**config.mk**
```make
export PLATFORM = sky130hd
export DESIGN_NAME = sgnj_unit
export DESIGN_NICKNAME = d
export VERILOG_FILES = /design/src/rtl/sgnj_pkg.sv /design/src/rtl/sgnj_box_guard.sv /design/src/rtl/sgnj_sign_core.sv /design/src/rtl/sgnj_unit.sv
export SDC_FILE = /design/constraint.sdc
export NUM_CORES = 1
export LEC_CHECK = 0
export ABC_AREA = 1
export ABC_CLOCK_PERIOD_IN_PS = 3500
export BUFFER_PORTS_ARGS = -buffer_cell sky130_fd_sc_hd__buf_2
export CORE_MARGIN = 5
export CORE_UTILIZATION = 44
export CTS_CLUSTER_DIAMETER = 50
export DETAILED_ROUTE_END_ITERATION = 8
export PLACE_DENSITY = 0.82
export SLEW_MARGIN = 20
export SYNTH_ARGS = -nofsm -noshare
export SYNTH_HDL_FRONTEND = slang
export SYNTH_SLANG_ARGS = --single-unit
```
**constraint.sdc**
```tcl
create_clock -name clk_i -period 3.5 [get_ports clk_i]
set_clock_uncertainty 0.05 [all_clocks]
set_input_delay 0.175 -clock clk_i [delete_from_list [all_inputs] [get_ports clk_i]]
set_output_delay 0.175 -clock clk_i [all_outputs]
set_load 0.005 [all_outputs]
```
**src/rtl/sgnj_pkg.sv**
```systemverilog
package sgnj_pkg;
    localparam int WIDE_W = 64;
    localparam int NARR_W = 32;
    localparam int EXP_W  = 8;
    localparam int MAN_W  = NARR_W - 1 - EXP_W;
    localparam int PAD_W  = WIDE_W - NARR_W;
    localparam int SGN_B  = NARR_W - 1;

    localparam logic [NARR_W-1:0] QNAN_N = {1'b0, {EXP_W{1'b1}}, 1'b1, {(MAN_W-1){1'b0}}};
    localparam logic [WIDE_W-1:0] QNAN_W = {{PAD_W{1'b1}}, QNAN_N};

    typedef enum logic [1:0] {
        SJ_COPY = 2'b00,
        SJ_FLIP = 2'b01,
        SJ_MIX  = 2'b10,
        SJ_RSVD = 2'b11
    } sj_op_e;

    typedef struct packed {
        logic              valid;
        logic              illegal;
        logic [WIDE_W-1:0] result;
    } sj_state_t;
endpackage

```
**src/rtl/sgnj_box_guard.sv**
```systemverilog
module sgnj_box_guard
    import sgnj_pkg::*;
#(
    parameter int W_WIDE = WIDE_W,
    parameter int W_NARR = NARR_W
) (
    input  logic [W_WIDE-1:0] raw_i,
    input  logic [W_WIDE-1:0] subst_i,
    output logic [W_WIDE-1:0] clean_o,
    output logic              boxed_o
);
    localparam int PAD = W_WIDE - W_NARR;

    always_comb begin
        boxed_o = &raw_i[W_WIDE-1:W_WIDE-PAD];
        clean_o = boxed_o ? raw_i : subst_i;
    end
endmodule

```
**src/rtl/sgnj_sign_core.sv**
```systemverilog
module sgnj_sign_core
    import sgnj_pkg::*;
#(
    parameter int W_WIDE = WIDE_W,
    parameter int SIGN   = SGN_B
) (
    input  sj_op_e            op_i,
    input  logic [W_WIDE-1:0] a_i,
    input  logic [W_WIDE-1:0] b_i,
    input  logic [W_WIDE-1:0] nan_i,
    output logic [W_WIDE-1:0] res_o,
    output logic              bad_op_o
);
    always_comb begin
        res_o    = a_i;
        bad_op_o = 1'b0;
        unique case (op_i)
            SJ_COPY: begin
                res_o           = b_i;
                res_o[SIGN-1:0] = a_i[SIGN-1:0];
            end
            SJ_FLIP: res_o[SIGN] = ~b_i[SIGN];
            SJ_MIX:  res_o[SIGN] = a_i[SIGN] ^ b_i[SIGN];
            default: begin
                res_o    = nan_i;
                bad_op_o = 1'b1;
            end
        endcase
    end
endmodule

```
**src/rtl/sgnj_unit.sv**
```systemverilog
module sgnj_unit
    import sgnj_pkg::*;
(
    input  logic              clk_i,
    input  logic              rst_i,
    input  logic              in_valid_i,
    input  logic [1:0]        op_i,
    input  logic [WIDE_W-1:0] opa_i,
    input  logic [WIDE_W-1:0] opb_i,
    output logic [WIDE_W-1:0] res_o,
    output logic              res_valid_o,
    output logic              illegal_o
);
    localparam int N_OPS = 2;

    logic [WIDE_W-1:0] raw   [N_OPS];
    logic [WIDE_W-1:0] clean [N_OPS];
    logic [N_OPS-1:0]  boxed;
    logic [WIDE_W-1:0] core_res;
    logic              core_bad;
    sj_state_t         st_d, st_q;

    assign raw[0] = opa_i;
    assign raw[1] = opb_i;

    for (genvar g = 0; g < N_OPS; g++) begin : g_guard
        sgnj_box_guard #(.W_WIDE(WIDE_W), .W_NARR(NARR_W)) u_guard (
            .raw_i   (raw[g]),
            .subst_i (QNAN_W),
            .clean_o (clean[g]),
            .boxed_o (boxed[g])
        );
    end

    sgnj_sign_core #(.W_WIDE(WIDE_W), .SIGN(SGN_B)) u_core (
        .op_i     (sj_op_e'(op_i)),
        .a_i      (clean[0]),
        .b_i      (clean[1]),
        .nan_i    (QNAN_W),
        .res_o    (core_res),
        .bad_op_o (core_bad)
    );

    always_comb begin
        st_d       = st_q;
        st_d.valid = in_valid_i;
        if (in_valid_i) begin
            st_d.result  = core_res;
            st_d.illegal = core_bad;
        end
        if (rst_i) begin
            st_d = '0;
        end
    end

    always_ff @(posedge clk_i) begin
        st_q <= st_d;
    end

    assign res_o       = st_q.result;
    assign res_valid_o = st_q.valid;
    assign illegal_o   = st_q.illegal;

    logic unused_boxed;
    assign unused_boxed = ^boxed;
endmodule

```
# Word level (Yosys, flattened, before mapping)
# Index checks and enable logic that the tools add are counted.
[totals]
register_bits = 66
inputBits = 133
out_inout_bits = 66
[classes]
eq_ne = 2
n_mux = 6
n_bitwise = 2
reduce_logical = 5
[ops]
columns = ["cell", "n"]
rows = [
  ["64-bit two-way mux", 2],
  ["32-bit one-hot mux with 2 select lines", 1],
  ["32-bit AND reduction", 2],
  ["31-bit two-way mux", 1],
  ["1-bit one-hot mux with 3 select lines", 1],
  ["3-bit OR reduction", 1],
  ["2-bit by 1-bit == test with 1-bit output (second input constant)", 1],
  ["2-bit == test (second input constant)", 1],
  ["2-bit logical NOT", 1],
  ["2-bit OR reduction", 1],
  ["1-bit two-way mux", 1],
  ["1-bit NOT", 1],
  ["1-bit bitwise XOR", 1],
]

# Longest topological paths before layout
# Gate-level depths: netlist of the first run.
[logic_depth]
word_depth = 4
mapped_depth = 11

# Hierarchy
# A second synthesis of the first run with hierarchy kept.
[hier_totals]
cells_unflattened = 1087
hier_area_um2 = 5556.6
[by_module_without_submodules]
columns = ["module", "n_inst", "cells_each", "area_each_um2", "seq_area_each_um2"]
rows = [
  ["sgnj_unit", 1, 418, 2711.4, 1321.3],
  ["sgnj_box_guard", 2, 205, 848.3, 0.0],
  ["sgnj_sign_core", 1, 259, 1148.6, 0.0],
]

# Least setup slack after synthesis of the first run
# Ideal clock, no wire load.
[synth_path]
path_type = "input port to flip-flop"
from = "input op_i[0]"
to = "register st_q (netlist bit res_o[38])"
setup_ns = 0.134
t_arrival_ns = 1.082
t_required_ns = 3.316
setup_slack_ns = 2.235
path_stages = 6
path_cell_list = "ha_1 nor2_8 inv_4 nor3_4 buf_4 nor3_2"
[synth_between]
elab_chain_cells = 3
[synth_rtl]
columns = ["item", "line_no", "rtl"]
rows = [
  ["from (decl)", "sgnj_unit.sv:7", "input logic [1:0] op_i,"],
  ["2-bit by 1-bit == test with 1-bit output / 2-bit == test (equally long branches)", "sgnj_sign_core.sv:17", "unique case (op_i)"],
  ["2-bit OR reduction (no line)", "-", ""],
  ["32-bit one-hot mux with 2 select lines *", "sgnj_sign_core.sv:17", ""],
  ["to (signal assigned)", "sgnj_unit.sv:57", "st_q <= st_d;"],
  ["to (decl)", "sgnj_unit.sv:21", "sj_state_t st_d, st_q;"],
]
# Mark *: on every way between the ends. The rest lies on a longest branch, timed or not.
# A chain may end at the register's enable or synchronous reset.

==> results.toml, run 1 <==
[outcome]
outcome = "completed"

[placement]
place_hpwl_um = 5920
placed_cells = 587
port-buffer-count = 167
routabilityCongestion = 0.832
preCtsSetupSlack_ns = 1.44

[clocking]
cts_root_buf = "sky130_fd_sc_hd__clkbuf_8"
htree_levels = 3
number_of_sinks_handled_by_clock_tree_synthesis = 66
post_cts.resized_instances = 0
clkTransAtPathRegs_ns = 0.07
cts_buffers = 9
clkLatencyLatePin_ns = 0.32
cts.path.max_buffers = 2
cts_tree = "done"
cts_post_setup_buffers_inserted = 0

[die]
i_o_pins = 199
overall_die_area_sq_um = 8030
core_area_sq_um = 6240
fp-row-count = 29
starting_utilization_of_the_core_area_pct = 44.7
die_width_um = 89.6
fp.dieH_um = 89.6

[setup_path]
crit_buf_inv = 5
worstPathMaxFanout = 43
reg2regPathDepth = 4
cp.arrival_ns = 1.83
reg2reg_slack_ns = 2.70
worst_path_largest_cell_delay_ns = 0.37
path_common_cell = "sky130_fd_sc_hd__buf_4"
setup.worst_path.start_class = "input port"
slowest_stage = "sky130_fd_sc_hd__buf_4"
crit_family = "buffers and inverters"
path_class = "input port to flop"
worst-endpoint-required_ns = 3.63
path_depth = 8
crit_path_cell_trace = "buf_2 -> buf_4 -> inv_2 -> nor2_8 -> inv_4 -> nor3_4 -> buf_4 -> nor3_1"
crit_path_end_kind = "flop"

[sta]
totalNegativeSetupSlack_ns = 0
worst_hold_slack_ns = 0.0261
report.final.slew_viol_count = 0
slew-limit-headroom_pct = 41.3
post-route-worst-setup-slack_ns = 1.80
report.final.hold_viol_count = 0
grt_setup_unrepaired = "false"
worstMarginPinSlew_ns = 0.880
final_period_minus_worst_setup_slack_ns = 1.70
finalSetupViolCount = 0
clock.fmax_ghz = 0.587
final.period_utilization_pct = 48.7

[drt]
vias = 2918
iteration_count_of_the_initial_detailed_routing_pass = 5
drt_wl_total_um = 7810
post_drt_wl_per_cell_um = 12.8
remaining_drc_errors = 0
via_to_cell_ratio = 4.78
drt_iter0_drc = 123
antenna_left = 0

[finish]
fill_cells = 590
seqCellArea_sq_um = 1320
multi_input_comb_area_sq_um = 1280
drive_gt1_share_pct = 42.2
area_growth_syn_to_layout_pct = 39.4
insertedDiodeCount = 0
layout.cells.non_filler = 610
final_nets = 665
most-common-layout-cells = "sky130_fd_sc_hd__buf_2 (167), sky130_fd_sc_hd__nand2_1 (85), sky130_fd_sc_hd__nor2_1 (82)"
layout_commonest_cell = "sky130_fd_sc_hd__buf_2"

[global_routing]
overflow_left_after_global_routing = 0
grt_antenna_before_repair = 0
grt_max_degree = 46
track_usage_pct = 19.8
grt_pass1_wl_um = 12400
grt_pass1_vias = 2822

[synthesis]
ys.warnings.count = 0
postSynthNetCount = 496
post_synth.cell_area_avg_sq_um = 7.77
netlist-cell-type-count = 25
syn_inst = 359
post_synthesis_sequential_area_ratio_pct = 47.4
synth.ff_latch_count = 66
syn-cell-area_sq_um = 2790

[power_and_ir_drop]
leakage_nw = 1.88
power.ir.vdd_worst_mv = 0.307
powerDensity_nw_per_um2 = 418
finalPower_mw = 1.62

[run]
drv.max_cap_violation_count = 0

[worst_hold_path]
holdCritPathClass = "input port to flop"
worstHoldPathCells = 3
cell usage after synthesis:
| cell type | number | share of area, % |
|---|---|---|
| sky130_fd_sc_hd__o21ai_0 | 1 | 0.18 |
| sky130_fd_sc_hd__nor2_1 | 82 | 11 |
| sky130_fd_sc_hd__ha_1 | 4 | 1.8 |
| sky130_fd_sc_hd__nor3_1 | 23 | 4.1 |
| sky130_fd_sc_hd__buf_4 | 4 | 1.1 |
| sky130_fd_sc_hd__nand3_1 | 3 | 0.54 |
| sky130_fd_sc_hd__o31ai_1 | 9 | 2.4 |
| sky130_fd_sc_hd__nand3_4 | 1 | 0.63 |
| sky130_fd_sc_hd__buf_12 | 1 | 0.72 |
| sky130_fd_sc_hd__buf_8 | 1 | 0.54 |
| sky130_fd_sc_hd__a21oi_2 | 10 | 3.1 |
| sky130_fd_sc_hd__dfxtp_1 | 66 | 47 |
| sky130_fd_sc_hd__nor2_4 | 2 | 0.81 |
| sky130_fd_sc_hd__clkbuf_1 | 10 | 1.3 |
| sky130_fd_sc_hd__a21oi_1 | 13 | 2.3 |
| sky130_fd_sc_hd__inv_2 | 1 | 0.13 |
| sky130_fd_sc_hd__buf_1 | 1 | 0.13 |
| sky130_fd_sc_hd__nand2_1 | 85 | 11 |
| sky130_fd_sc_hd__buf_2 | 2 | 0.36 |
| sky130_fd_sc_hd__inv_1 | 14 | 1.9 |
| sky130_fd_sc_hd__nand2_2 | 12 | 2.7 |
| sky130_fd_sc_hd__nor3_4 | 1 | 0.58 |
| sky130_fd_sc_hd__inv_4 | 2 | 0.45 |
| sky130_fd_sc_hd__nor2_8 | 1 | 0.72 |
| sky130_fd_sc_hd__nor3_2 | 10 | 3.6 |
worst paths after layout:
kind,startpoint,endpoint
worst max-delay path,in_valid_i,res_o[57]$_SDFFE_PP0P_
worst min-delay path,opa_i[23],res_o[23]$_SDFFE_PP0P_
worst max register to register,res_o[27]$_SDFFE_PP0P_,res_o[27]$_SDFFE_PP0P_
worst min register to register,res_o[31]$_SDFFE_PP0P_,res_o[31]$_SDFFE_PP0P_
worst reg2reg max path, cell delays in order (launching register included):
cell	delay (ns)
sky130_fd_sc_hd__dfxtp_1	0.31
sky130_fd_sc_hd__nor2_1	0.08
sky130_fd_sc_hd__nor2_1	0.06
sky130_fd_sc_hd__o31ai_1	0.12
sky130_fd_sc_hd__inv_1	0.07
kinds of logic after synthesis:
kind of cell | synth area share, %
AND/OR/NAND/NOR | 36.1
buffers and inverters | 6.64
adder cells (fa/ha/maj) | 1.79
flip-flops | 47.4
AO/OA/AOI/OAI | 8.07
final cells by class:
| class | instances | area share [%] |
|---|---|---|
| clock buffer | 13 | 4.34 |
| clock inverter | 3 | 0.579 |
| inverter | 17 | 1.77 |
| multi-input combinational | 257 | 33.0 |
| sequential | 66 | 34.0 |
| tap | 77 | 2.48 |
| timing repair buffer | 177 | 23.9 |
power breakdown:
part | total [mW] | switching (mW) | leakage, nW | internal [mW]
sequential | 0.810 | 0.0188 | 0.545 | 0.792
combinational | 0.223 | 0.115 | 1.25 | 0.109
clock | 0.591 | 0.276 | 0.0879 | 0.315
per-stage QoR:
| step | area (sq um) | utilization, % |
|---|---|---|
| 2_1_floorplan | 2790 | - |
| 3_3_place_gp | 3630 | 58.1 |
| 3_5_place_dp | 3630 | 58.1 |
| 4_1_cts | 3890 | 62.3 |
| 5_1_grt | 3890 | 62.3 |
| 6_report | 3890 | 62.3 |
registers in the layout, summed over array words and instances (netlist names):
register and flops:
res_o 64, illegal_o 1, res_valid_o 1
routing by layer:
layer	up-vias	routed length, um	global-route usage, %
li1	1469	-	-
met1	1302	2900	21.8
met2	128	4070	35.4
met3	19	614	4.74
met4	0	220	9.61
met5	-	0	0
what timing repair did:
action                                  in CTS  in global routing
endpoints found under the hold margin        7                  0
endpoints found under the setup margin       0                  0
hold buffers                                 7                  0
(Power assumes the default switching activity.)
==> run 2, diff against run 1 <==
--- a/config.mk
+++ b/config.mk
@@ -6,13 +6,13 @@
 export NUM_CORES = 1
 export LEC_CHECK = 0
 export ABC_AREA = 1
-export ABC_CLOCK_PERIOD_IN_PS = 3500
+export ABC_CLOCK_PERIOD_IN_PS = 1400
 export BUFFER_PORTS_ARGS = -buffer_cell sky130_fd_sc_hd__buf_2
 export CORE_MARGIN = 5
-export CORE_UTILIZATION = 44
+export CORE_UTILIZATION = 37
 export CTS_CLUSTER_DIAMETER = 50
 export DETAILED_ROUTE_END_ITERATION = 8
-export PLACE_DENSITY = 0.82
+export PLACE_DENSITY = 0.74
 export SLEW_MARGIN = 20
 export SYNTH_ARGS = -nofsm -noshare
 export SYNTH_HDL_FRONTEND = slang
==> constraint.sdc (replaced) <==
create_clock -name clk_i -period 1.4 [get_ports clk_i]
set_clock_uncertainty 0.05 [all_clocks]
set_input_delay 0.07 -clock clk_i [delete_from_list [all_inputs] [get_ports clk_i]]
set_output_delay 0.07 -clock clk_i [all_outputs]
set_load 0.005 [all_outputs]
==> results.toml, run 2 (synthesis results as in run 1) <==
[sta]
totalNegativeSetupSlack_ns = 0
report.final.hold_viol_count = 0
finalSetupViolCount = 0
worstMarginPinSlew_ns = 0.429
final.period_utilization_pct = 72.2
grt_setup_unrepaired = "false"
final_period_minus_worst_setup_slack_ns = 1.01
slew-limit-headroom_pct = 71.4
clock.fmax_ghz = 0.990
report.final.slew_viol_count = 0

[placement]
place_hpwl_um = 5830
routabilityCongestion = 0.770
port-buffer-count = 167

[setup_path]
setup.worst_path.start_class = "input port"
crit_path_end_kind = "flop"
worstPathMaxFanout = 26
worst-endpoint-required_ns = 1.56
reg2reg_slack_ns = 0.63
path_class = "input port to flop"
cp.arrival_ns = 1.17

[drt]
post_drt_wl_per_cell_um = 12.3
remaining_drc_errors = 0
drt_iter0_drc = 66
antenna_left = 0
drt_wl_total_um = 8120
iteration_count_of_the_initial_detailed_routing_pass = 4
vias = 2928
via_to_cell_ratio = 4.44

[finish]
seqCellArea_sq_um = 1320
area_growth_syn_to_layout_pct = 51.4
layout_commonest_cell = "sky130_fd_sc_hd__buf_2"
drive_gt1_share_pct = 40.7
fin_util_pct = 57.9
largest_reg_flops = 64
multi_input_comb_area_sq_um = 1280
insertedDiodeCount = 0
most-common-layout-cells = "sky130_fd_sc_hd__buf_2 (167), sky130_fd_sc_hd__nand2_1 (85), sky130_fd_sc_hd__nor2_1 (82)"
fill_cells = 680
final_nets = 693

[clocking]
number_of_sinks_handled_by_clock_tree_synthesis = 66
cts_root_buf = "sky130_fd_sc_hd__clkbuf_8"
clkLatencyLatePin_ns = 0.32
cts.path.max_buffers = 2
cts_post_setup_buffers_inserted = 0
clkTransAtPathRegs_ns = 0.07
htree_levels = 3
cts_buffers = 9
post_cts.resized_instances = 0
cts_tree = "done"

[run]
drv.max_cap_violation_count = 0

[die]
overall_die_area_sq_um = 9380
fp-row-count = 31
fp.dieH_um = 96.8
starting_utilization_of_the_core_area_pct = 38.3
die_width_um = 96.8
core_area_sq_um = 7290
i_o_pins = 199

[global_routing]
grt_pass1_vias = 3022
overflow_left_after_global_routing = 0
grt_use_met2_pct = 30.2
track_usage_pct = 17.4
grt_max_degree = 46
grt_antenna_before_repair = 0
grt_pass1_wl_um = 13800
groute.layer.met3.usage_pct = 6.83
grtUsageMet1_pct = 20.0
grt.busiest_layer = "met2"

[worst_hold_path]
holdCritPathClass = "input port to flop"

[power_and_ir_drop]
leakage_nw = 2.03
finalPower_mw = 4.29
powerDensity_nw_per_um2 = 1020
power.ir.vdd_worst_mv = 0.472

[outcome]
outcome = "completed"
## run 2: cell types whose count changed in the layout (fill, tap and decap cells not counted)
cell                            before  now
sky130_fd_sc_hd__dlygate4sd3_1       7   31
sky130_fd_sc_hd__clkinvlp_4          3    0
sky130_fd_sc_hd__buf_12              0    2
sky130_fd_sc_hd__buf_4               3    5
sky130_fd_sc_hd__bufinv_16           0    1
sky130_fd_sc_hd__clkinv_2            0    1
## run 2: critical path, cell delays in order
cell and delay [ns]:
sky130_fd_sc_hd__buf_2 0.12, sky130_fd_sc_hd__ha_1 0.25, sky130_fd_sc_hd__nor2_8 0.17, sky130_fd_sc_hd__inv_4 0.09, sky130_fd_sc_hd__nor3_4 0.18, sky130_fd_sc_hd__buf_12 0.21, sky130_fd_sc_hd__nor3_1 0.07
## run 2: layout make-up
type | instances | area share (%)
Sequential cell | 66 | 31.3
Multi-Input combinational cell | 257 | 30.4
Timing Repair Buffer | 205 | 29.0
Clock buffer | 13 | 4.00
Tap cell | 99 | 2.93
Inverter | 17 | 1.63
Clock inverter | 2 | 0.829
## run 2: repair_timing
action	4_1_cts	5_1_grt
endpoints found under the setup margin	0	0
hold endpoints to repair	31	0
hold buffers	31	0
## run 2: worst paths after layout
check	startpoint	endpoint	cells past startpoint
min	in_valid_i	illegal_o$_SDFFE_PP0P_	4
max reg2reg	res_o[24]$_SDFFE_PP0P_	res_o[24]$_SDFFE_PP0P_	4
min reg2reg	res_o[3]$_SDFFE_PP0P_	res_o[3]$_SDFFE_PP0P_	2
max	op_i[0]	res_o[52]$_SDFFE_PP0P_	7
## run 2: power breakdown
group / total (mW) / internal, mW / switching (mW)
clock: 1.63 / 0.957 / 0.676
sequential: 2.03 / 1.98 / 0.0484
combinational: 0.632 / 0.331 / 0.302
## run 2: layer usage
metal | wire, um | part of all wire [%]
met1 | 3400 | 42
met3 | 549 | 6.8
met5 | 0 | 0
met4 | 80 | 0.98
met2 | 4100 | 50
## run 2: through the flow
| stage | instances | hold slack, ns | cell area, sq um | setup slack (ns) |
|---|---|---|---|---|
| 2_1_floorplan | 359 | 0.141 | 2790 | 0.240 |
| 3_3_place_gp | 613 | 0.227 | 3710 | 0.0715 |
| 3_5_place_dp | 613 | 0.234 | 3710 | 0.0314 |
| 4_1_cts | 659 | 0.0585 | 4230 | 0.393 |
| 5_1_grt | 659 | 0.0947 | 4230 | 0.313 |
| 6_report | 659 | 0.0784 | 4230 | 0.390 |
==> run 3, diff against run 2 <==
--- a/config.mk
+++ b/config.mk
@@ -5,14 +5,14 @@
 export SDC_FILE = /design/constraint.sdc
 export NUM_CORES = 1
 export LEC_CHECK = 0
-export ABC_AREA = 1
-export ABC_CLOCK_PERIOD_IN_PS = 1400
+export ABC_AREA = 0
+export ABC_CLOCK_PERIOD_IN_PS = 900
 export BUFFER_PORTS_ARGS = -buffer_cell sky130_fd_sc_hd__buf_2
 export CORE_MARGIN = 5
-export CORE_UTILIZATION = 37
+export CORE_UTILIZATION = 35
 export CTS_CLUSTER_DIAMETER = 50
 export DETAILED_ROUTE_END_ITERATION = 8
-export PLACE_DENSITY = 0.74
+export PLACE_DENSITY = 0.73
 export SLEW_MARGIN = 20
 export SYNTH_ARGS = -nofsm -noshare
 export SYNTH_HDL_FRONTEND = slang
==> constraint.sdc (replaced) <==
create_clock -name clk_i -period 0.9 [get_ports clk_i]
set_clock_uncertainty 0.05 [all_clocks]
set_input_delay 0.045 -clock clk_i [delete_from_list [all_inputs] [get_ports clk_i]]
set_output_delay 0.045 -clock clk_i [all_outputs]
set_load 0.005 [all_outputs]
==> results.toml, run 3 <==
[sta]
report.final.slew_viol_count = 0
grt_setup_unrepaired = "true"
report.final.hold_viol_count = 0
finalSetupViolCount = 49
worstMarginPinSlew_ns = 0.618
clock.fmax_ghz = 0.798
slew-limit-headroom_pct = 58.7
final.period_utilization_pct = 139
post-route-worst-setup-slack_ns = -0.353
final_period_minus_worst_setup_slack_ns = 1.25

[drt]
antenna_left = 0
remaining_drc_errors = 0
routed-wl-met3_um = 655
drt_wl_total_um = 9020
met2RoutedLength_um = 4870
drt_iter0_drc = 66
highest-signal-layer = "met4"
via_to_cell_ratio = 4.82
iteration_count_of_the_initial_detailed_routing_pass = 5
m1WireLength_um = 3180
post_drt_wl_per_cell_um = 15.7
vias = 2761

[die]
fp.dieH_um = 93.8
overall_die_area_sq_um = 8810
core_area_sq_um = 6830
starting_utilization_of_the_core_area_pct = 36.0
die_width_um = 93.8
i_o_pins = 199
fp-row-count = 30

[placement]
port-buffer-count = 167
placed_cell_area_sq_um = 3530
routabilityCongestion = 0.880
place_hpwl_um = 5670
placed_cells = 513
preCtsSetupSlack_ns = -0.991

[power_and_ir_drop]
power.ir.vdd_worst_mv = 0.646
leakage_nw = 2.14
finalPower_mw = 6.91
powerDensity_nw_per_um2 = 1460

[clocking]
clkLatencyLatePin_ns = 0.34
clkTransAtPathRegs_ns = 0.07
number_of_sinks_handled_by_clock_tree_synthesis = 66
cts_tree = "done"
htree_levels = 3
cts_buffers = 9
cts_root_buf = "sky130_fd_sc_hd__clkbuf_8"
cts.path.max_buffers = 2

[worst_hold_path]
worstHoldPathCells = 3
holdCritPathClass = "input port to flop"
min_to = "res_o[42]$_SDFFE_PP0P_"
hp-start = "rst_i"

[finish]
final_nets = 607
fill_cells = 498
drive_gt1_share_pct = 65.3
area_growth_syn_to_layout_pct = 92.6
final_area_sq_um = 4740
multi_input_comb_area_sq_um = 1290
seqCellArea_sq_um = 1400
most-common-layout-cells = "sky130_fd_sc_hd__buf_2 (125), sky130_fd_sc_hd__dfxtp_2 (63), sky130_fd_sc_hd__buf_6 (45)"
layout.cells.non_filler = 573
largest_reg_flops = 64
layout_commonest_cell = "sky130_fd_sc_hd__buf_2"

[run]
drv.max_cap_violation_count = 0

[synthesis]
yosys-top-cells-area = "sky130_fd_sc_hd__dfxtp_1 (54%), sky130_fd_sc_hd__o21a_1 (9.8%), sky130_fd_sc_hd__nor2b_1 (5.8%)"
post_synthesis_sequential_area_ratio_pct = 53.7
netlist-cell-type-count = 28
leading_register_cell_type_out_of_synthesis = "sky130_fd_sc_hd__dfxtp_1"
syn-cell-area_sq_um = 2460
ys.warnings.count = 0
postSynthNetCount = 392
cell_type_contributing_the_most_total_cell_area_after_synthesis = "sky130_fd_sc_hd__dfxtp_1"
post_synth.cell_area_avg_sq_um = 9.65
syn_inst = 255
synthDominantCellAreaShare_pct = 53.7
synth.ff_latch_count = 66
synth_enable_flop_cells = 0
yosys.cell_count.top_type = "sky130_fd_sc_hd__dfxtp_1"
ys_top_cells_by_count = "sky130_fd_sc_hd__dfxtp_1 (66), sky130_fd_sc_hd__nor2_1 (34), sky130_fd_sc_hd__o21a_1 (32)"
synthArstFlopShare_pct = 0

[setup_path]
reg2regPathDepth = 2
crit-reg2reg-capture = "res_o[31]$_SDFFE_PP0P_"
cp.arrival_ns = 1.47
regToRegStartpoint = "res_o[31]$_SDFFE_PP0P_"
worstPathMaxFanout = 11
reg2reg_slack_ns = -0.07
crit_path_end_kind = "flop"
crit_path_cell_trace = "buf_6 -> nand4_1 -> or4_4 -> nor3_4 -> buf_12 -> clkbuf_16 -> a21oi_2 -> nor2_1"
slowest_stage = "sky130_fd_sc_hd__or4_4"
worst-endpoint-required_ns = 1.12
setup.worst_path.start_class = "input port"
crit_buf_inv = 3
worst_path_largest_cell_delay_ns = 0.58
crit_family = "simple AND/OR/NAND/NOR gates"
path_class = "input port to flop"

[global_routing]
grt_pass1_vias = 2696
grt_max_degree = 42
track_usage_pct = 18.4
grt_antenna_before_repair = 0
grt_pass1_wl_um = 12400
overflow_left_after_global_routing = 0

[outcome]
violated_checks = "setup timing"
outcome = "complete, but fails checks"
[run 3: changes by cell type after synthesis, sizes merged, moves of 9 or more]
cell / delta
nand4: +15
nor2b: +23
nor2: -51
nand2: -93
o31ai: -9
o21a: +32
nor4: +11
nor3: -22
inv: -14
[run 3: layer usage]
metal	global-route usage, %	vias up
met5	0	-
met4	7.82	0
met3	5.77	20
met2	34.3	141
met1	18.6	1284
li1	-	1316
[run 3: worst max path at each step]
stage,slack (ns),startpoint,to,cells after the start
after global routing,-0.38,opa_i[62],res_o[6]$_SDFFE_PP0P_,8
after CTS,-0.27,opa_i[57],res_o[2]$_SDFFE_PP0P_,7
after global placement,-0.93,op_i[0],res_o[56]$_SDFFE_PP0P_,6
final,-0.35,opa_i[61],res_o[13]$_SDFFE_PP0P_,8
after detailed placement,-0.99,op_i[0],res_o[50]$_SDFFE_PP0P_,6
after floorplan,-0.51,opa_i[57],res_o[31]$_SDFFE_PP0P_,6
[run 3: layout make-up]
class	count	area share, %
Timing Repair Buffer	222	35.7
Sequential cell	66	29.6
Multi-Input combinational cell	168	27.2
Clock buffer	14	3.22
Tap cell	96	2.54
Clock inverter	2	1.27
Inverter	3	0.396
Antenna cell	2	0.106
[run 3: logic make-up (layout without fill, tap and decap cells)]
kind of cell | after synthesis | count (layout) | synth area share (%)
fa+ha+maj | 4 | 4 | 2.03
mux | 2 | 2 | 0.865
flops | 66 | 66 | 53.7
compound gates | 55 | 55 | 15.2
other cells | 0 | 2 | 0
simple gates | 105 | 106 | 23.4
xor+xnor | 1 | 1 | 0.356
buf+inv | 22 | 241 | 4.42
[run 3: timing repair]
| item | CTS | global route |
|---|---|---|
| pin swaps | 5 | 7 |
| cloned | 0 | 3 |
| endpoints found under the hold margin | 31 | 0 |
| gates resized for setup | 53 | 92 |
| setup endpoints to repair | 83 | 130 |
| buffers inserted | 0 | 8 |
| hold buffers | 31 | 0 |
[run 3: worst reg2reg max path, delay by kind of cell, from the launching register on]
family             cells  cell delay, ns
DFF                    1            0.33
and+or+nand+nor        1            0.43
AOI/OAI and AO/OA      1            0.08
[run 3: report_power, final]
group | switching [mW] | internal [mW] | leakage, nW
Combinational | 0.415 | 0.611 | 1.47
Sequential | 0.0864 | 3.11 | 0.565
Clock | 1.04 | 1.64 | 0.105
Total | 1.54 | 5.36 | 2.14
[run 3: metrics by stage]
stage,hold slack [ns],TNS [ns],util (%)
after global routing,0.0748,-13.69,69.3
after CTS,0.0672,-10.87,62.3
after global placement,0.225,-49.28,51.6
final,0.0634,-10.80,69.3
after detailed placement,0.230,-51.44,51.6
after floorplan,0.126,-16.85,-
